--- config.mk ---
export PLATFORM = sky130hd
export DESIGN_NAME = eeprom_seq
export DESIGN_NICKNAME = d
export VERILOG_FILES = /design/src/rtl/eeprom_seq_pkg.sv /design/src/rtl/eeprom_seq_regs.sv /design/src/rtl/eeprom_seq_ctrl.sv /design/src/rtl/eeprom_seq.sv
export SDC_FILE = /design/constraint.sdc
export NUM_CORES = 1
export LEC_CHECK = 0
export BUFFER_PORTS_ARGS = -buffer_cell sky130_fd_sc_hd__buf_2
export CAP_MARGIN = 20
export CORE_MARGIN = 1
export CORE_UTILIZATION = 39
export DETAILED_ROUTE_END_ITERATION = 8
export GPL_TIMING_DRIVEN = 0
export HOLD_SLACK_MARGIN = 0.06
export PLACE_DENSITY = 0.68
export SETUP_SLACK_MARGIN = 0.1
export SLEW_MARGIN = 0
export SYNTH_ARGS = -nofsm -noshare
export SYNTH_HDL_FRONTEND = slang
export SYNTH_HIERARCHICAL = 1
export SYNTH_SLANG_ARGS = --single-unit
--- constraint.sdc ---
create_clock -name clk_i -period 6 [get_ports clk_i]
set_input_delay 1.2 -clock clk_i [delete_from_list [all_inputs] [get_ports clk_i]]
set_output_delay 1.2 -clock clk_i [all_outputs]
set_load 0.005 [all_outputs]
--- src/rtl/eeprom_seq_pkg.sv ---
package eeprom_seq_pkg;
  localparam int CMD_W     = 3;
  localparam int CMD_WR    = 0;
  localparam int CMD_RD    = 1;
  localparam int CMD_BURST = 2;

  localparam logic [1:0] REG_CTRL = 2'd0;
  localparam logic [1:0] REG_ADDR = 2'd1;
  localparam logic [1:0] REG_DATA = 2'd2;
  localparam logic [1:0] REG_BASE = 2'd3;

  typedef enum logic [2:0] {
    ST_IDLE, ST_SWR, ST_SRD, ST_BLO, ST_BHI, ST_BDAT
  } seq_state_e;
endpackage

--- src/rtl/eeprom_seq_regs.sv ---
module eeprom_seq_regs
  import eeprom_seq_pkg::*;
#(
  parameter int EE_AW  = 16,
  parameter int DW     = 8,
  parameter int BASE_W = 9,
  parameter int REG_DW = 16
) (
  input  logic              clk_i,
  input  logic              rst_ni,
  input  logic              reg_we_i,
  input  logic [1:0]        reg_idx_i,
  input  logic [REG_DW-1:0] reg_wdata_i,
  output logic [REG_DW-1:0] reg_rdata_o,
  output logic [CMD_W-1:0]  cmd_o,
  output logic [EE_AW-1:0]  addr_o,
  output logic [DW-1:0]     data_o,
  output logic [BASE_W-1:0] base_o,
  input  logic [CMD_W-1:0]  clr_i,
  input  logic              load_i,
  input  logic [DW-1:0]     load_data_i
);
  logic [CMD_W-1:0]  cmd_q;
  logic [EE_AW-1:0]  addr_q;
  logic [DW-1:0]     data_q;
  logic [BASE_W-1:0] base_q;
  logic              busy;

  assign busy = |cmd_q;

  always_ff @(posedge clk_i or negedge rst_ni) begin
    if (!rst_ni) begin
      cmd_q  <= '0;
      addr_q <= '0;
      data_q <= '0;
      base_q <= '0;
    end else begin
      cmd_q <= cmd_q & ~clr_i;
      if (load_i) data_q <= load_data_i;
      // all host writes are dropped while any command is pending
      if (reg_we_i && !busy) begin
        unique case (reg_idx_i)
          REG_CTRL: cmd_q  <= reg_wdata_i[CMD_W-1:0];
          REG_ADDR: addr_q <= reg_wdata_i[EE_AW-1:0];
          REG_DATA: data_q <= reg_wdata_i[DW-1:0];
          default:  base_q <= reg_wdata_i[BASE_W-1:0];
        endcase
      end
    end
  end

  always_comb begin
    reg_rdata_o = '0;
    unique case (reg_idx_i)
      REG_CTRL: reg_rdata_o[CMD_W:0]    = {busy, cmd_q};
      REG_ADDR: reg_rdata_o[EE_AW-1:0]  = addr_q;
      REG_DATA: reg_rdata_o[DW-1:0]     = data_q;
      default:  reg_rdata_o[BASE_W-1:0] = base_q;
    endcase
  end

  assign cmd_o  = cmd_q;
  assign addr_o = addr_q;
  assign data_o = data_q;
  assign base_o = base_q;
endmodule

--- src/rtl/eeprom_seq_ctrl.sv ---
module eeprom_seq_ctrl
  import eeprom_seq_pkg::*;
#(
  parameter int EE_AW  = 16,
  parameter int DW     = 8,
  parameter int BASE_W = 9,
  parameter int MEM_AW = 24
) (
  input  logic              clk_i,
  input  logic              rst_ni,
  input  logic [CMD_W-1:0]  cmd_i,
  input  logic [EE_AW-1:0]  addr_i,
  input  logic [DW-1:0]     data_i,
  input  logic [BASE_W-1:0] base_i,
  output logic [CMD_W-1:0]  clr_o,
  output logic              load_o,
  output logic [DW-1:0]     load_data_o,
  output logic              ee_req_o,
  output logic              ee_we_o,
  output logic [EE_AW-1:0]  ee_addr_o,
  output logic [DW-1:0]     ee_wdata_o,
  input  logic              ee_ack_i,
  input  logic [DW-1:0]     ee_rdata_i,
  output logic              mem_we_o,
  output logic [MEM_AW-1:0] mem_addr_o,
  output logic [DW-1:0]     mem_data_o
);
  localparam int OFF_W = MEM_AW - BASE_W;

  seq_state_e        state_q, state_d;
  logic [EE_AW-1:0]  ptr_q;
  logic [DW-1:0]     lo_q;
  logic [2*DW-1:0]   off_q;
  logic              xfer;
  logic              single;

  assign single      = (state_q == ST_SWR) || (state_q == ST_SRD);
  assign ee_req_o    = (state_q != ST_IDLE);
  assign ee_we_o     = (state_q == ST_SWR);
  assign ee_addr_o   = single ? addr_i : ptr_q;
  assign ee_wdata_o  = data_i;
  assign xfer        = ee_req_o && ee_ack_i;
  assign load_data_o = ee_rdata_i;

  always_comb begin
    state_d = state_q;
    clr_o   = '0;
    load_o  = 1'b0;
    unique case (state_q)
      ST_IDLE: begin
        // service order: write, read, burst
        if (cmd_i[CMD_WR])         state_d = ST_SWR;
        else if (cmd_i[CMD_RD])    state_d = ST_SRD;
        else if (cmd_i[CMD_BURST]) state_d = ST_BLO;
      end
      ST_SWR: if (xfer) begin
        clr_o[CMD_WR] = 1'b1;
        state_d       = ST_IDLE;
      end
      ST_SRD: if (xfer) begin
        clr_o[CMD_RD] = 1'b1;
        load_o        = 1'b1;
        state_d       = ST_IDLE;
      end
      ST_BLO: if (xfer) state_d = ST_BHI;
      ST_BHI: if (xfer) begin
        if ({ee_rdata_i, lo_q} == '1) begin
          clr_o[CMD_BURST] = 1'b1;
          state_d          = ST_IDLE;
        end else begin
          state_d = ST_BDAT;
        end
      end
      ST_BDAT: if (xfer) state_d = ST_BLO;
      default: state_d = ST_IDLE;
    endcase
  end

  always_ff @(posedge clk_i or negedge rst_ni) begin
    if (!rst_ni) begin
      state_q    <= ST_IDLE;
      ptr_q      <= '0;
      lo_q       <= '0;
      off_q      <= '0;
      mem_we_o   <= 1'b0;
      mem_addr_o <= '0;
      mem_data_o <= '0;
    end else begin
      state_q  <= state_d;
      mem_we_o <= 1'b0;
      // pointer reset to 0 doubles as the "no access yet" start point
      if (xfer) ptr_q <= ee_addr_o + EE_AW'(1);
      if (xfer && state_q == ST_BLO) lo_q  <= ee_rdata_i;
      if (xfer && state_q == ST_BHI) off_q <= {ee_rdata_i, lo_q};
      if (xfer && state_q == ST_BDAT) begin
        mem_we_o   <= 1'b1;
        mem_addr_o <= {base_i, off_q[OFF_W-1:0]};
        mem_data_o <= ee_rdata_i;
      end
    end
  end
endmodule

--- src/rtl/eeprom_seq.sv ---
module eeprom_seq
  import eeprom_seq_pkg::*;
#(
  parameter int EE_AW  = 16,
  parameter int DW     = 8,
  parameter int BASE_W = 9,
  parameter int MEM_AW = 24,
  parameter int REG_DW = 16
) (
  input  logic              clk_i,
  input  logic              rst_ni,
  input  logic              reg_we_i,
  input  logic [1:0]        reg_idx_i,
  input  logic [REG_DW-1:0] reg_wdata_i,
  output logic [REG_DW-1:0] reg_rdata_o,
  output logic              ee_req_o,
  output logic              ee_we_o,
  output logic [EE_AW-1:0]  ee_addr_o,
  output logic [DW-1:0]     ee_wdata_o,
  input  logic              ee_ack_i,
  input  logic [DW-1:0]     ee_rdata_i,
  output logic              mem_we_o,
  output logic [MEM_AW-1:0] mem_addr_o,
  output logic [DW-1:0]     mem_data_o
);
  logic [CMD_W-1:0]  cmd_w;
  logic [CMD_W-1:0]  clr_w;
  logic [EE_AW-1:0]  addr_w;
  logic [DW-1:0]     data_w;
  logic [BASE_W-1:0] base_w;
  logic              load_w;
  logic [DW-1:0]     load_data_w;

  eeprom_seq_regs #(
    .EE_AW(EE_AW), .DW(DW), .BASE_W(BASE_W), .REG_DW(REG_DW)
  ) u_regs (
    .clk_i, .rst_ni, .reg_we_i, .reg_idx_i, .reg_wdata_i, .reg_rdata_o,
    .cmd_o(cmd_w), .addr_o(addr_w), .data_o(data_w), .base_o(base_w),
    .clr_i(clr_w), .load_i(load_w), .load_data_i(load_data_w)
  );

  eeprom_seq_ctrl #(
    .EE_AW(EE_AW), .DW(DW), .BASE_W(BASE_W), .MEM_AW(MEM_AW)
  ) u_ctrl (
    .clk_i, .rst_ni,
    .cmd_i(cmd_w), .addr_i(addr_w), .data_i(data_w), .base_i(base_w),
    .clr_o(clr_w), .load_o(load_w), .load_data_o(load_data_w),
    .ee_req_o, .ee_we_o, .ee_addr_o, .ee_wdata_o, .ee_ack_i, .ee_rdata_i,
    .mem_we_o, .mem_addr_o, .mem_data_o
  );
endmodule

After elaboration in Yosys (flattened, before gate mapping):

Cells that the tools add are included.

* input port bits: 30
* flip-flop bits (word level): 111
* output and inout port bits: 75
* logic and storage cells: 71

* reduce and logical (&&, ||, !) cells: 17
* equality and inequality tests: 13
* bitwise gates (word level): 3
* mux-type cells: 26
* $add $sub $neg: 1

Operators with widths (number)
* 3-bit two-way mux: 10
* 8-bit two-way mux: 3
* 4-bit one-hot mux with 3 select lines: 2
* 16-bit by 1-bit adder with 16-bit output, second input constant: 1
* 16-bit equality test, second input constant: 1
* 16-bit two-way mux: 1
* 3-bit one-hot mux with 5 select lines: 1
* 2-bit by 1-bit != test with 1-bit output, second input constant: 4
* 1-bit two-way mux: 7
* 7-bit two-way mux: 1
* 3-bit by 2-bit equality test with 1-bit output, second input constant: 2
* 3-bit equality test, second input constant: 2
* 3-bit OR reduction: 2
* 1-bit logical AND: 5
* 5-bit AND reduction: 1
* 4-bit != test, second input constant: 1
* 2-bit AND reduction: 2
* 2-bit OR reduction: 2
* 3-bit AND: 1
* 3-bit by 1-bit equality test with 1-bit output, second input constant: 1
* 3-bit logical NOT: 1
* 3-bit NOT: 1
* 3-bit nonzero test: 1
* 2-bit by 1-bit equality test with 1-bit output, second input constant: 1
* 6 further kinds: 6

Logic depth before layout (Yosys ltp):

Gate-level depths: netlist of run 1.

* depth after elaboration: 8
* mapped depth: 13
* mapped depth without buffers: 10

By module:

Netlist of run 1, hierarchy kept.

By module, submodules not included
* eeprom_seq_ctrl: cells each 412, seq. area each 1876.8 um^2, area an instance 3813.7 um^2, instances 1
* eeprom_seq_regs: cells each 117, seq. area each 900.9 um^2, area an instance 1785.5 um^2, instances 1

Worst setup path before layout of run 1:

OpenSTA, ideal clock, no wires.

* path type: in2out
* from: input port reg_idx_i[1]
* to: output port reg_rdata_o[2]
* data required time: 4.800 ns
* buffers on the path: 1
* data arrival time: 1.970 ns
* setup slack: 2.830 ns
* stages: 2
* path through: buf_2 -> mux4_1

* cells in the longest elaborated chain, start to end: 2
* elaborated cells between the ends (all ways): 4
* those cells by class: eq/ne (2); mux (1); reduce/logical (1)

RTL lines
* from (decl): line eeprom_seq.sv:13 `input logic [1:0] reg_idx_i,`
* 2-bit equality test (tied with other cells): line eeprom_seq_regs.sv:54 `unique case (reg_idx_i)`
* 4-bit one-hot mux with 3 select lines (*): line eeprom_seq_regs.sv:54
* to (decl): line eeprom_seq.sv:15 `output logic [REG_DW-1:0] reg_rdata_o,`

Mark *: on every way between the ends. The rest lies on a longest branch, timed or not.

Worst setup path in the final report of run 1:

* from: register u_ctrl.state_q[0]
* to: register u_ctrl.ptr_q[14]

* cells in the longest elaborated chain, start to end: 4
* elaborated cells between the ends (all ways): 7
* those cells by class: add/sub (1); eq/ne (2); mux (1); reduce/logical (3)

RTL lines
* from (decl): line eeprom_seq_ctrl.sv:30 `seq_state_e state_q, state_d;`
* from (signal assigned): line eeprom_seq_ctrl.sv:89 `state_q <= state_d;`
* 3-bit by 1-bit equality test with 1-bit output or 3-bit by 2-bit equality test with 1-bit output (tied branches): line eeprom_seq_ctrl.sv:37 `assign single = (state_q == ST_SWR) || (state_q == ST_SRD);`
* 1-bit logical OR: line eeprom_seq_ctrl.sv:37
* 16-bit two-way mux: line eeprom_seq_ctrl.sv:40 `assign ee_addr_o = single ? addr_i : ptr_q;`
* 16-bit by 1-bit adder with 16-bit output: line eeprom_seq_ctrl.sv:92 `if (xfer) ptr_q <= ee_addr_o + EE_AW'(1);`
* to (signal assigned): line eeprom_seq_ctrl.sv:92
* to (decl): line eeprom_seq_ctrl.sv:31 `logic [EE_AW-1:0] ptr_q;`

Several ways; a longest one is shown, not always the timed one.
A chain may end at the register's enable or synchronous reset.

==> results of run 1 <==
## sequential cells by signal, indices dropped and copies added, names as in the netlist, 8 cells and up
name and flops:
u_ctrl/lo_q 8, u_regs/base_o 9, u_ctrl/ptr_q 16, u_regs/data_o 8, u_ctrl/mem_addr_o 24, u_ctrl/off_q 15, u_ctrl/mem_data_o 8, u_regs/addr_o 16
## how the worst max path moves through the flow
stage	startpoint	end	slack [ns]	cells past startpoint
2_1_floorplan	reg_idx_i[1]	reg_rdata_o[2]	2.83	2
3_3_place_gp	u_ctrl/state_q[0]	u_ctrl/ptr_q[14]	2.36	12
3_5_place_dp	u_ctrl/state_q[0]	u_ctrl/ptr_q[14]	2.32	12
4_1_cts	u_ctrl/state_q[0]	u_ctrl/ptr_q[14]	2.31	12
5_1_grt	u_ctrl/state_q[0]	u_ctrl/ptr_q[14]	1.99	12
6_report	u_ctrl/state_q[0]	u_ctrl/ptr_q[14]	2.25	12
## cells by family (layout without fill, tap and decap cells)
kind of cell | after synthesis | in the layout | synth area share [%]
compound gates | 55 | 55 | 6.79
xor+xnor | 11 | 11 | 1.99
fa+ha+maj | 1 | 1 | 0.223
buf+inv | 49 | 171 | 4.78
flops | 111 | 111 | 49.6
mux | 85 | 85 | 18.5
simple gates | 217 | 217 | 18.1
## power groups by stage
stage / Combinational [mW] / Sequential (mW) / Clock, mW
global placement: 1.50 / 1.39 / 0
finish: 1.56 / 1.40 / 0.649
floorplan: 1.03 / 1.32 / 0
global route: 1.72 / 1.46 / 0.698
CTS: 1.56 / 1.40 / 0.669
detailed placement: 1.56 / 1.41 / 0
## layer usage
| layer | part of all wire (%) | vias to the layer above | track usage, % |
|---|---|---|---|
| li1 | - | 2065 | - |
| met1 | 44 | 2152 | 26.3 |
| met2 | 48 | 147 | 34.0 |
| met3 | 6.3 | 19 | 5.20 |
| met4 | 1.9 | 0 | 7.41 |
| met5 | 0 | - | 0 |
## per-stage QoR
stage          utilization [%]  hold slack [ns]  area, um^2  power, mW  std cells
2_1_floorplan                -            0.435        5600       2.34        529
3_5_place_dp              45.7            0.456        6370       2.97        814
3_3_place_gp              45.5            0.450        6340       2.89        813
4_1_cts                   48.1            0.476        6710       3.63        830
6_report                  48.2            0.472        6710       3.61        831
5_1_grt                   48.2            0.494        6710       3.87        831
## synthesized netlist by cell type (3+ instances only)
cell,count,share of area [%]
and4_1,3,0.47
mux2_4,10,2.7
dfrtp_1,111,50
mux2i_1,4,0.72
a22o_1,7,1.1
buf_4,17,2.3
o21ai_0,16,1.4
mux2_2,67,13
mux4_2,3,1.2
and3_1,5,0.56
nor3_1,5,0.45
nor2_1,11,0.74
buf_2,4,0.36
a21oi_1,9,0.80
nand4_1,13,1.5
and2_1,10,1.1
nand2_1,138,9.3
inv_1,8,0.54
nor4_1,3,0.34
nor2b_1,3,0.34
nand3_1,12,1.1
xnor2_1,7,1.1
clkbuf_1,16,1.1
## critical path, stage by stage, from the launching register on
cell and delay [ns]:
dfrtp_1 0.36, buf_2 0.18, xnor2_2 0.24, nor2_1 0.58
clkbuf_1 0.38, nand2_1 0.12, nand2_1 0.12, ha_1 0.16
clkbuf_1 0.29, nand2_1 0.19, or4_4 0.54, a2111o_1 0.42
o211ai_1 0.09
## final cells by class
| type | count | share of cell area, % |
|---|---|---|
| clock inverter | 7 | 1.57 |
| inverter | 8 | 0.447 |
| timing repair buffer | 106 | 8.31 |
| clock buffer | 9 | 3.36 |
| sequential | 111 | 41.4 |
| multi-input combinational | 369 | 38.0 |
| tap | 180 | 3.36 |
| buffer | 41 | 3.54 |
==> qor.csv, run 1 <==
metric,value,unit
status,"finished, final reports clean",
Sw Share,38.9,%
"commonest cells after routing, fill and taps aside","nand2_1, dfrtp_1, buf_2",
post-CTS setup buffer count,0,
Post-Synthesis Cells,529,
hold path cells,2,
CTS root buf,clkbuf_16,
final period utilization,62.6,%
CP Data Arrival Time,4.03,ns
Yosys reg bits,111,
Worst-Skew Late Latency,0.36,ns
Pwr Density,537,nW/um^2
port buffer count,104,
Setup WS pre-CTS,2.32,ns
# DRC,0,
Reg2Reg Capture Point,u_ctrl/ptr_q[14],
GRT overflow,0,
RSZ-0062 raised after global routing,false,
asr flop ratio synth,100,%
Die Area,14800,um^2
CP endpoint kind,flip-flop,
HPWL after DPL,10600,um
mapped cell area,5600,um^2
Pint,2.20,mW
first-pass GRT wire length,23500,um
share of layout cells above drive strength 1,36.3,%
via count,4383,
CTS H-tree depth,3,
final setup margin,2.25,ns
"Slew Viols, Final",0,
Avg Vias per Cell,5.27,
DRT antenna net count,0,
post-CTS sizing,0,
final net count,677,
register area share after synthesis,49.6,%
Gate power share,43.2,%
clock sinks,111,
Post-Route WL,14400,um
"EDFF count, synth",0,
kind of critical path,reg2reg,
Die Span Y,122,um
"Avg Cell Area, Syn",10.6,um^2
largest net degree at the start of global routing,72,
clk slew on worst S/H paths,0.08,ns
FF-to-FF setup slack,2.25,ns
floorplan row count,43,
Final Hold Fails,0,
crit start category,flip-flop,
register share of total power,38.8,%
P_leak,3.31,nW
Syn-to-layout area delta,19.9,%
Die Wd,122,um
DRT iter0 DRCs,262,
reg-to-reg startpoint,u_ctrl/state_q[0],
Synth Net Count,560,
All-Layer GR Usage,20.7,%
Clock Skew,0.0130,ns
initial core utilization,40.2,%
FF+latch area,2780,um^2
Peak Freq,266,MHz
Crit path required time,6.27,ns
Wirelength per Cell,17.4,um
Reg2Reg Depth,12,
Final Setup Violations,0,
Max-slew headroom,42.8,%
Longest Clk Path Bufs,2,
YS warnings,6,
vias in the first global route,4530,
Peak supply drop,264,uV
CTS Hold Bufs,0,
Unique masters post-synth,59,
CTS buffer count,9,
final-layout fill cell count,1296,
Worst Tran Pin Value,0.857,ns
setup TNS,0,ns
max-cap violations,0,
DR pass1 iterations,5,
HP Start,u_ctrl/off_q[0],
Multi-input gate area,2550,um^2
core outline area,13900,um^2
Routability Congestion,0.879,
Hold EP,u_ctrl/mem_addr_o[0],
Clk network pwr share,18.0,%
Worst Hold Class,reg2reg,
initial antenna violation count,0,
Final min period,3.75,ns
"commonest non-fill, non-tap cell in the layout",nand2_1,
# IOs,105,
Psw,1.40,mW
CTS tree,yes,
top_reg_cell synth,dfrtp_1,
worst-path maximum fanout,10,
ANT cells,0,
No activity file was read; power rests on OpenSTA's default activity.
==> inputs of run 2 (changes only) <==
--- a/config.mk
+++ b/config.mk
@@ -12,7 +12,7 @@
 export DETAILED_ROUTE_END_ITERATION = 8
 export GPL_TIMING_DRIVEN = 0
 export HOLD_SLACK_MARGIN = 0.06
-export PLACE_DENSITY = 0.68
+export PLACE_DENSITY = 0.71
 export SETUP_SLACK_MARGIN = 0.1
 export SLEW_MARGIN = 0
 export SYNTH_ARGS = -nofsm -noshare
==> constraint.sdc (replaced) <==
create_clock -name clk_i -period 3.2 [get_ports clk_i]
set_input_delay 0.64 -clock clk_i [delete_from_list [all_inputs] [get_ports clk_i]]
set_output_delay 0.64 -clock clk_i [all_outputs]
set_load 0.005 [all_outputs]
==> run 2 against run 1 <==
Sequential share of layout area about the same. Worst setup slack worse by 2.0 ns. Sequential power up 90%. Final area about the same. First-iteration DRC count up 25%. Maximum frequency up 28%. Power up 89%. Critical path type unchanged. Clock power up 76%.
==> qor.csv, run 2 (synthesized netlist as in run 1, its figures left out) <==
metric,value,unit,change
# DRC,0,,unchanged
initial core utilization,40.2,%,unchanged
power consumption,6.83,mW,+89%
setup TNS,0,ns,unchanged
Pwr Density,1020,nW/um^2,+89%
final period utilization,91.6,%,+29 points
Worst Hold Class,in2async,,
clock sinks,111,,unchanged
CP Data Arrival Time,3.20,ns,-0.83 ns
CTS tree,yes,,
Worst Tran Pin Value,0.981,ns,+0.125 ns
final net count,677,,unchanged
register with the most flip-flops,u_ctrl/mem_addr_o,,
Peak Freq,341,MHz,+28%
Syn-to-layout area delta,19.8,%,about the same
worst-path maximum fanout,10,,unchanged
Post-Route WL,14700,um,+2.2%
kind of critical path,reg2reg,,
register share of total power,39.0,%,+0.2 points
status,"finished, final reports clean",,
Die Area,14800,um^2,unchanged
vias in the first global route,4425,,-2.3%
# IOs,105,,unchanged
Final Hold Fails,0,,unchanged
Peak supply drop,517,uV,+96%
final-layout fill cell count,1290,,-0.46%
Sw Share,38.7,%,-0.18 points
share of layout cells above drive strength 1,36.8,%,+0.52 points
Final min period,2.93,ns,-0.824 ns
Die Span Y,122,um,unchanged
CTS Hold Bufs,0,,unchanged
DRT antenna net count,0,,unchanged
Reg2Reg Depth,12,,unchanged
Psw,2.65,mW,+88%
"Slew Viols, Final",0,,unchanged
Max-slew headroom,34.1,%,-8.7 points
largest net degree at the start of global routing,59,,-18%
core outline area,13900,um^2,unchanged
RSZ-0062 raised after global routing,false,,
first-pass GRT wire length,23700,um,+0.86%
max-cap violations,0,,unchanged
HPWL after DPL,10700,um,+0.96%
"commonest cells after routing, fill and taps aside","nand2_1, dfrtp_1, buf_2",,
Clock Skew,0.00818,ns,-0.00478 ns
CTS root buf,clkbuf_16,,
number of flip-flops in the largest register,24,,unchanged
Avg Vias per Cell,5.30,,+0.46%
FF+latch area,2780,um^2,unchanged
DRT iter0 DRCs,328,,+25%
Worst-Skew Late Latency,0.36,ns,about the same
port buffer count,104,,unchanged
Final Setup Violations,0,,unchanged
CTS H-tree depth,3,,unchanged
Multi-input gate area,2570,um^2,+0.74%
CTS buffer count,9,,unchanged
Die Wd,122,um,unchanged
Util after Layout,48.1,%,about the same
Gate power share,44.3,%,+1.1 points
floorplan row count,43,,unchanged
Longest Clk Path Bufs,2,,unchanged
P_leak,3.31,nW,+0.10%
GRT overflow,0,,unchanged
All-Layer GR Usage,20.9,%,+0.22 points
DR pass1 iterations,7,,+2
Crit path required time,3.47,ns,-2.80 ns
initial antenna violation count,0,,unchanged
"commonest non-fill, non-tap cell in the layout",nand2_1,,
via count,4398,,+0.34%
crit start category,flip-flop,,
Clk network pwr share,16.7,%,-1.3 points
Pint,4.19,mW,+90%
clk slew on worst S/H paths,0.07,ns,about the same
CP endpoint kind,flip-flop,,
ANT cells,0,,unchanged
Wirelength per Cell,17.8,um,+2.3%
Routability Congestion,0.914,,+3.9%
## run 2: final cells by class
type | instances | share of cell area, %
clock inverter | 5 | 0.951
tap | 180 | 3.36
timing repair buffer | 107 | 8.43
inverter | 8 | 0.448
sequential | 111 | 41.4
buffer | 40 | 3.66
multi-input combinational | 369 | 38.3
clock buffer | 10 | 3.41
## run 2: final timing paths
check,end,start,slack (ns)
worst max-delay path,u_ctrl/ptr_q[14],u_ctrl/state_q[0],0.27
worst min-delay path,u_regs/addr_o[10],rst_ni,0.36
worst max register to register,u_ctrl/ptr_q[14],u_ctrl/state_q[0],0.27
worst min register to register,u_ctrl/mem_addr_o[13],u_ctrl/off_q[13],0.48
max in group asynchronous,u_regs/base_o[1],rst_ni,2.11
min in group clk_i,u_ctrl/mem_addr_o[13],u_ctrl/off_q[13],0.48
## run 2: worst max-delay path: stages (launching register included)
cell and delay, ns:
dfrtp_1 0.36, clkbuf_4 0.19, xnor2_4 0.20, nor2_4 0.16, buf_4 0.19, nand2_1 0.07, nand2_1 0.12, ha_1 0.15
buf_2 0.19, nand2_1 0.14, or4_4 0.53, a2111o_1 0.43, o211ai_1 0.10
## run 2: power groups by stage
stage	sequential, mW	clock, mW	combinational (mW)
detailed placement	2.65	0	2.93
CTS	2.64	1.17	3.00
finish	2.66	1.14	3.03
floorplan	2.47	0	1.92
global route	2.76	1.22	3.32
global placement	2.62	0	2.82
## run 2: through the flow
stage	hold WS (ns)	setup slack [ns]	instances	cell area, um^2
6_report	0.362	0.270	830	6710
5_1_grt	0.421	0.122	830	6710
4_1_cts	0.382	0.108	830	6690
3_5_place_dp	0.453	-0.600	814	6370
3_3_place_gp	0.449	-0.501	813	6340
2_1_floorplan	0.344	0.117	529	5600
## run 2: per-layer routing
metal | vias up | track usage, % | part of all wire (%)
li1 | 2067 | - | -
met1 | 2166 | 27.0 | 45
met2 | 141 | 34.3 | 48
met3 | 24 | 5.81 | 6.6
met4 | 0 | 5.71 | 1.2
met5 | - | 0 | 0
## run 2: timing repair
item                       CTS  global route
setup buffers                1             1
setup endpoints to repair    9             2
resized for setup            5             8
gates cloned                 0             0
pin swaps                    1             1
